===== src/rtl/adc_seq_pkg.sv =====
package adc_seq_pkg;
  typedef struct packed {
    logic init;
    logic step;
    logic load;
  } sarCmd_t;

  typedef enum logic [1:0] {ST_IDLE, ST_DLY, ST_CONV} seqState_t;

  localparam logic [3:0] TRIG_MODE = 4'b1011;
  localparam logic [1:0] SEL_RC    = 2'b11;
endpackage


===== src/rtl/adc_seq_dp.sv =====
module adc_seq_dp
  import adc_seq_pkg::*;
#(
  parameter int WIDTH = 10
) (
  input  logic             clk,
  input  logic             rstN,
  input  sarCmd_t          cmd,
  input  logic             cmpIn,
  output logic [WIDTH-1:0] dacCode,
  output logic [WIDTH-1:0] result,
  output logic             lastBit
);
  localparam logic [WIDTH-1:0] MSB_MASK = {1'b1, {(WIDTH-1){1'b0}}};

  logic [WIDTH-1:0] mask;
  logic [WIDTH-1:0] kept;
  logic [WIDTH-1:0] keptNext;

  assign dacCode  = kept | mask;
  assign lastBit  = mask[0];
  assign keptNext = cmpIn ? (kept | mask) : kept;

  always_ff @(posedge clk) begin
    if (!rstN) begin
      mask <= '0;
      kept <= '0;
    end else if (cmd.init) begin
      mask <= MSB_MASK;
      kept <= '0;
    end else if (cmd.step) begin
      kept <= keptNext;
      mask <= mask >> 1;
    end
  end

  // result is left without reset: its power-on contents are undefined
  always_ff @(posedge clk) begin
    if (cmd.load) result <= keptNext;
  end

  AST_MASK_ONEHOT: assert property (@(posedge clk) disable iff (!rstN) $onehot0(mask));
  AST_STEP_SHIFTS: assert property (@(posedge clk) disable iff (!rstN)
    (cmd.step && !cmd.init) |=> (mask == ($past(mask) >> 1)));
endmodule


===== src/rtl/adc_seq_ctl.sv =====
module adc_seq_ctl
  import adc_seq_pkg::*;
#(
  parameter int DIV0  = 2,
  parameter int DIV1  = 8,
  parameter int DIV2  = 32,
  parameter int DIVRC = 4
) (
  input  logic       clk,
  input  logic       rstN,
  input  logic       cfgWe,
  input  logic       cfgEnable,
  input  logic       cfgStart,
  input  logic [1:0] cfgClkSel,
  input  logic       cfgIrqEn,
  input  logic       doneClr,
  input  logic       sleepReq,
  input  logic [3:0] cmpMode,
  input  logic       cmpMatch,
  input  logic       lastBit,
  output sarCmd_t    cmd,
  output logic       enable,
  output logic       busy,
  output logic [1:0] clkSel,
  output logic       irqEn,
  output logic       done,
  output logic       wakeReq,
  output logic       lowPower,
  output logic       timerRst
);
  localparam int DIV_A   = (DIV0 > DIV1) ? DIV0 : DIV1;
  localparam int DIV_B   = (DIV2 > DIVRC) ? DIV2 : DIVRC;
  localparam int DIV_MAX = (DIV_A > DIV_B) ? DIV_A : DIV_B;
  localparam int CNT_W   = $clog2(DIV_MAX);
  localparam logic [CNT_W-1:0] LIM0  = CNT_W'(DIV0 - 1);
  localparam logic [CNT_W-1:0] LIM1  = CNT_W'(DIV1 - 1);
  localparam logic [CNT_W-1:0] LIM2  = CNT_W'(DIV2 - 1);
  localparam logic [CNT_W-1:0] LIMRC = CNT_W'(DIVRC - 1);

  seqState_t        stateQ;
  logic [CNT_W-1:0] divCnt;
  logic [CNT_W-1:0] divLim;
  logic             enQ, irqQ, doneQ, wakeQ, offQ, tmrQ;
  logic [1:0]       selQ;
  logic             enNext, trigHit, startSw, startTrig, go;
  logic             abortSw, abortSleep, abortAny, tick;
  logic [1:0]       selNext;

  always_comb begin
    case (selQ)
      2'b00:   divLim = LIM0;
      2'b01:   divLim = LIM1;
      2'b10:   divLim = LIM2;
      default: divLim = LIMRC;
    endcase
  end

  assign enNext     = cfgWe ? cfgEnable : enQ;
  assign selNext    = cfgWe ? cfgClkSel : selQ;
  assign trigHit    = cmpMatch && (cmpMode == TRIG_MODE);
  assign startSw    = cfgWe && cfgEnable && cfgStart;
  assign startTrig  = trigHit && enNext;
  assign go         = (startSw || startTrig) && !(sleepReq && (selNext != SEL_RC));
  assign abortSw    = cfgWe && !(cfgEnable && cfgStart);
  assign abortSleep = sleepReq && (selQ != SEL_RC);
  assign abortAny   = abortSw || abortSleep;
  assign tick       = (divCnt == divLim);

  assign cmd.init = (stateQ == ST_IDLE) && go;
  assign cmd.step = (stateQ == ST_CONV) && !abortAny && tick;
  assign cmd.load = cmd.step && lastBit;

  always_ff @(posedge clk) begin
    if (!rstN) begin
      stateQ <= ST_IDLE;
      divCnt <= '0;
      enQ    <= 1'b0;
      selQ   <= 2'b00;
      irqQ   <= 1'b0;
      doneQ  <= 1'b0;
      wakeQ  <= 1'b0;
      offQ   <= 1'b0;
      tmrQ   <= 1'b0;
    end else begin
      wakeQ <= 1'b0;
      tmrQ  <= trigHit;
      if (cfgWe) begin
        enQ  <= cfgEnable;
        selQ <= cfgClkSel;
        irqQ <= cfgIrqEn;
      end
      if (!sleepReq) offQ <= 1'b0;
      if (doneClr) doneQ <= 1'b0;
      case (stateQ)
        ST_IDLE: begin
          if (go) begin
            stateQ <= (selNext == SEL_RC) ? ST_DLY : ST_CONV;
            divCnt <= '0;
          end
        end
        default: begin
          if (abortAny) begin
            stateQ <= ST_IDLE;
            if (abortSleep) offQ <= 1'b1;
          end else if (stateQ == ST_DLY) begin
            stateQ <= ST_CONV;
            divCnt <= '0;
          end else if (tick) begin
            divCnt <= '0;
            if (lastBit) begin
              stateQ <= ST_IDLE;
              doneQ  <= 1'b1;
              if (sleepReq) begin
                if (irqQ) wakeQ <= 1'b1;
                else      offQ  <= 1'b1;
              end
            end
          end else begin
            divCnt <= divCnt + 1'b1;
          end
        end
      endcase
    end
  end

  assign enable   = enQ;
  assign busy     = (stateQ != ST_IDLE);
  assign clkSel   = selQ;
  assign irqEn    = irqQ;
  assign done     = doneQ;
  assign wakeReq  = wakeQ;
  assign lowPower = !enQ || offQ;
  assign timerRst = tmrQ;

  AST_BUSY_NEEDS_EN: assert property (@(posedge clk) disable iff (!rstN) busy |-> enable);
  AST_DONE_STICKY: assert property (@(posedge clk) disable iff (!rstN) (done && !doneClr) |=> done);
  AST_WAKE_SINGLE: assert property (@(posedge clk) disable iff (!rstN) wakeReq |=> !wakeReq);
  AST_WAKE_IN_SLEEP: assert property (@(posedge clk) disable iff (!rstN) wakeReq |-> $past(sleepReq));
  AST_TMR_RST_SRC: assert property (@(posedge clk) disable iff (!rstN)
    timerRst |-> $past(cmpMatch && (cmpMode == TRIG_MODE)));
  AST_SLEEP_ABORT: assert property (@(posedge clk) disable iff (!rstN)
    (busy && sleepReq && (clkSel != SEL_RC)) |=> (!busy && lowPower));
endmodule


===== src/rtl/adc_seq_top.sv =====
module adc_seq_top
  import adc_seq_pkg::*;
#(
  parameter int WIDTH = 10,
  parameter int DIV0  = 2,
  parameter int DIV1  = 8,
  parameter int DIV2  = 32,
  parameter int DIVRC = 4
) (
  input  logic             clk,
  input  logic             rstN,
  input  logic             cfgWe,
  input  logic             cfgEnable,
  input  logic             cfgStart,
  input  logic [1:0]       cfgClkSel,
  input  logic             cfgIrqEn,
  input  logic             doneClr,
  input  logic             sleepReq,
  input  logic [3:0]       cmpMode,
  input  logic             cmpMatch,
  input  logic             cmpIn,
  output logic             enable,
  output logic             busy,
  output logic [1:0]       clkSel,
  output logic             irqEn,
  output logic [WIDTH-1:0] dacCode,
  output logic [WIDTH-1:0] result,
  output logic             done,
  output logic             wakeReq,
  output logic             lowPower,
  output logic             timerRst
);
  sarCmd_t cmd;
  logic    lastBit;

  adc_seq_ctl #(.DIV0(DIV0), .DIV1(DIV1), .DIV2(DIV2), .DIVRC(DIVRC)) u_ctl (
    .clk(clk), .rstN(rstN), .cfgWe(cfgWe), .cfgEnable(cfgEnable), .cfgStart(cfgStart),
    .cfgClkSel(cfgClkSel), .cfgIrqEn(cfgIrqEn), .doneClr(doneClr), .sleepReq(sleepReq),
    .cmpMode(cmpMode), .cmpMatch(cmpMatch), .lastBit(lastBit), .cmd(cmd),
    .enable(enable), .busy(busy), .clkSel(clkSel), .irqEn(irqEn), .done(done),
    .wakeReq(wakeReq), .lowPower(lowPower), .timerRst(timerRst)
  );

  adc_seq_dp #(.WIDTH(WIDTH)) u_dp (
    .clk(clk), .rstN(rstN), .cmd(cmd), .cmpIn(cmpIn),
    .dacCode(dacCode), .result(result), .lastBit(lastBit)
  );
endmodule


===== config.mk =====
export PLATFORM = sky130hd
export DESIGN_NAME = adc_seq_top
export DESIGN_NICKNAME = d
export VERILOG_FILES = /design/src/rtl/adc_seq_pkg.sv /design/src/rtl/adc_seq_dp.sv /design/src/rtl/adc_seq_ctl.sv /design/src/rtl/adc_seq_top.sv
export SDC_FILE = /design/constraint.sdc
export NUM_CORES = 1
export LEC_CHECK = 0
export CAP_MARGIN = 10
export CORE_ASPECT_RATIO = 1.1
export CORE_MARGIN = 1.5
export CORE_UTILIZATION = 24
export CTS_BUF_LIST = sky130_fd_sc_hd__clkbuf_2
export DETAILED_ROUTE_END_ITERATION = 7
export GPL_TIMING_DRIVEN = 0
export PLACE_DENSITY = 0.52
export SLEW_MARGIN = 20
export SYNTH_ARGS = -nofsm -noshare
export SYNTH_HDL_FRONTEND = slang
export SYNTH_HIERARCHICAL = 1
export SYNTH_SLANG_ARGS = --single-unit
export TNS_END_PERCENT = 20

===== constraint.sdc =====
create_clock -name clk -period 5.3 [get_ports clk]
set_input_delay 0.53 -clock clk [delete_from_list [all_inputs] [get_ports clk]]
set_output_delay 0.53 -clock clk [all_outputs]
set_load 0.02 [all_outputs]

==> run summary <==
STATUS
----------------------------------------------------------------------------------
Result of the run                                                     complete, no violations

CRITICAL PATH
----------------------------------------------------------------------------------
Logic depth of the worst register-to-register path                               6
Cell chain of the critical path                                       inv_1 -> ha_1 -> xnor2_1 -> o2111ai_1 -> or4_1 -> nor2_1
Reg-to-reg slack, setup                                                    2.53 ns
Path type of the worst setup path                                          reg2reg
Critical Path Sink                                                    u_dp/result[0]
Category of the worst setup path capture point                                flop
First element of the critical path                                    u_ctl/clkSel[0]
Required arrival time at the worst endpoint                                5.35 ns
Maximum single-stage delay on the critical path                            0.77 ns
Reg2Reg Launch Point                                                  u_ctl/clkSel[0]
Capturing point of the worst reg2reg path                             u_dp/result[0]
Worst Setup Start Kind                                                        flop
Highest net fanout along the worst path                                         10
Data arrival at the endpoint of the critical path                          2.82 ns
Worst-path cell with the longest stage delay                                nor2_1

POWER
----------------------------------------------------------------------------------
Largest voltage drop on the vdd net                                     0.000119 V
Comb power frac                                                               9.3%
Switch share                                                                 23.6%
Power share of the sequential group                                          58.7%
Total power density per cell area                                       225 mW/mm2
Static leakage                                                             1.08 nW
Cell Int Power                                                            0.463 mW
Switching power of the nets                                               0.143 mW
Clock network fraction of design power                                       32.0%

ROUTE
----------------------------------------------------------------------------------
Final routed DRC violation total                                                 0
Via Count                                                                     1575
Routed via count divided by cell count                                        4.39
Antenna violation net count after detailed routing                               0
Routed wire per std cell                                                   12.0 um
WL final                                                                   4.30 mm
Iteration-0 DRC Markers                                                         41
Pre-Repair DR Iteration Count                                                    4

SYNTHESIS
----------------------------------------------------------------------------------
Fraction of the yosys area taken by sequential cells                         48.5%
Synth warn                                                                       6
Synth cell types                                                                50
Proportion of netlist area held by the largest area contributor              33.9%
Main synth FF type                                                         dfxtp_1
Syn Nets                                                                       218
Leading cell types by total area after synthesis                      dfxtp_1 34%, edfxtp_1 15%, mux2i_1 5.8%
Register bit count reported by yosys                                            45
Fraction of registers with async set or reset after synthesis                   0%
Cell type with the highest aggregate area in the netlist                   dfxtp_1
Post-Syn Instances                                                             198
EDFF count, synth                                                               10
Mean instance size in the synthesized netlist                             10.4 um2
Post-Syn Area                                                          0.00207 mm2

PLACE
----------------------------------------------------------------------------------
Sum of net half-perimeters after detailed placement                        3.12 mm
Routability-driven placement congestion ratio                                0.779
Area after detailed placement                                          0.00263 mm2
Cell Count Post-Placement                                                      351
Pre-CTS WS                                                                 2.21 ns
IO Port Bufs                                                                    42

TIMING
----------------------------------------------------------------------------------
Upper clock frequency limit                                              0.361 GHz
Clock skew after layout                                                  0.0186 ns
Actual slew at the worst max-slew pin                                     0.986 ns
Max Transition Viols Final                                                       0
RSZ-0062 raised after global routing                                            no
Total negative slack                                                          0 ns
Setup Viol. Count Final                                                          0
Worst setup margin                                                         2.53 ns
Final-report hold violation count                                                0
Min Clock Period, post-route                                               2.77 ns
Worst slew margin relative to its limit                                      34.0%
Fin crit share                                                               52.3%

CLOCK NETWORK
----------------------------------------------------------------------------------
Worst-skew pair later-pin latency                                          0.40 ns
Clock net sink count                                                            45
Resized cells post-CTS                                                           0
Bufs on Longest Clock Path                                                       2
Clk slew on worst S/H paths                                                0.21 ns
Number of H-tree branching levels                                                2
Post-CTS Setup Bufs                                                              0
Hold buffer count at cts                                                         0
Number of buffers created by CTS                                                 5
CTS Root Cell                                                             clkbuf_2
CTS tree                                                                       yes

WORST HOLD PATH
----------------------------------------------------------------------------------
Path category of the worst min-delay check                                  in2reg

GLOBAL ROUTE
----------------------------------------------------------------------------------
Global-route wire length before repair                                     7.34 mm
Via count of the first global-routing pass                                    1556
Antenna violations before repair                                                 0
Total grt overflow                                                               0
Largest net degree at the start of global routing                               15
Tot GR Track Use                                                             9.88%

DIE
----------------------------------------------------------------------------------
Die extent in x                                                            91.5 um
Site Rows                                                                       35
Overall die area                                                       0.00917 mm2
Area of the core                                                       0.00836 mm2
Die outline height                                                          100 um
Ports                                                                           45
Effective utilization at floorplan                                           24.7%

FINISH
----------------------------------------------------------------------------------
Number of nets in the final layout                                             267
Share of final-layout standard cells stronger than drive strength 1          16.1%
Most common cell after layout, fill and taps aside                    clkdlybuf4s50_1
Total inserted antenna cells                                                     0
Post-route standard cell area excluding fillers                        0.00269 mm2
Leading cell types in the layout, fill and taps excluded              42 x clkdlybuf4s50_1, 35 x dfxtp_1, 31 x nor2_1, 12 x mux2i_1, 12 x a31oi_1
Area growth from synthesis to layout                                         30.4%
Fill cell total of the finished layout                                         862
Non-filler cells in the finished layout                                        359

JOB
----------------------------------------------------------------------------------
Number of maximum-capacitance violations                                         0

-- power by group through the flow --
stage	Sequential, mW	Clock (mW)	Combinational [mW]
final	0.355	0.194	0.0566
after global routing	0.356	0.217	0.0619
after detailed placement	0.362	0	0.0569
after CTS	0.356	0.205	0.0571
after floorplan	0.364	0	0.0304
after global placement	0.362	0	0.0566
-- layer usage --
metal / vias up / GRT usage (%) / routed length (um)
li1: 817 / - / -
met4: 0 / 2.64 / 14
met5: - / 0 / 0
met3: 3 / 2.80 / 251
met1: 705 / 11.9 / 1940
met2: 50 / 17.2 / 2090
-- cells in the mapped netlist, types with 2 or more instances --
cell type  instances
a21o_1            10
a21oi_1            4
a31oi_1           12
and3_1             3
and3_2             2
buf_2              2
buf_6              4
dfxtp_1           35
edfxtp_1          10
ha_1               4
inv_1              5
mux2i_1           12
nand2_1            4
nand2b_1           3
nand3_1            3
nand4_1            4
nand4b_1           2
nor2_1            31
nor2b_1            2
nor4_1             2
o2111ai_1          2
o211ai_1           4
o21ai_0            2
or2_2             10
-- flip-flops by register name (all words and copies together) (netlist names) --
name            flops
u_ctl/enable        1
u_dp/kept          10
u_ctl/done          1
u_ctl/irqEn         1
u_ctl/timerRst      1
u_ctl/wakeReq       1
u_dp/mask          10
u_dp/result        10
u_ctl/stateQ        2
u_ctl/clkSel        2
u_ctl/divCnt        5
u_ctl/offQ          1
-- worst min path at each step --
stage	end	from	cells past startpoint	slack, ns
after floorplan	u_dp/kept[1]	u_dp/kept[1]	2	0.45
after global placement	u_dp/kept[5]	u_dp/kept[5]	2	0.46
after detailed placement	u_dp/kept[5]	u_dp/kept[5]	2	0.47
after CTS	u_ctl/irqEn	cfgWe	3	0.38
after global routing	u_ctl/clkSel[0]	cfgWe	3	0.38
final	u_ctl/clkSel[1]	cfgWe	3	0.41
-- cells by family (layout without fill, tap and decap cells) --
group | Yosys count | after routing | synth area share [%]
adders and majority gates | 4 | 4 | 2.42
DFF | 45 | 45 | 48.5
xor gates and xnor gates | 2 | 2 | 0.848
and+or+nand+nor | 77 | 77 | 20.7
buffers and inverters | 16 | 66 | 5.94
muxes | 13 | 13 | 6.54
AOI/OAI and AO/OA | 41 | 41 | 15.1
-- layout make-up --
cell class | count | area [um2] | area share, %
Timing Repair Buffer | 42 | 420 | 15.6
Clock buffer | 6 | 30.0 | 1.11
Sequential cell | 45 | 1000 | 37.2
Multi-Input combinational cell | 137 | 942 | 35.0
Inverter | 6 | 22.5 | 0.836
Tap cell | 111 | 139 | 5.16
Buffer | 10 | 100 | 3.72
Clock inverter | 2 | 38.8 | 1.44
-- worst max-delay path: cells and delay by family, from the launching register on --
family          cells  cell delay (ns)
fa+ha+maj           1             0.31
simple gates        2             1.26
buf+inv             1             0.08
flops               1             0.46
compound gates      1             0.18
xor+xnor            1             0.14
-- per-stage QoR --
| step | hold slack [ns] | power [mW] | util (%) |
|---|---|---|---|
| finish | 0.410 | 0.606 | 32.2 |
| global route | 0.382 | 0.635 | 32.2 |
| CTS | 0.380 | 0.618 | 32.2 |
| detailed placement | 0.471 | 0.419 | 31.4 |
| global placement | 0.464 | 0.419 | 31.4 |
| floorplan | 0.452 | 0.394 | - |
Power figures use the tool's default switching activity.
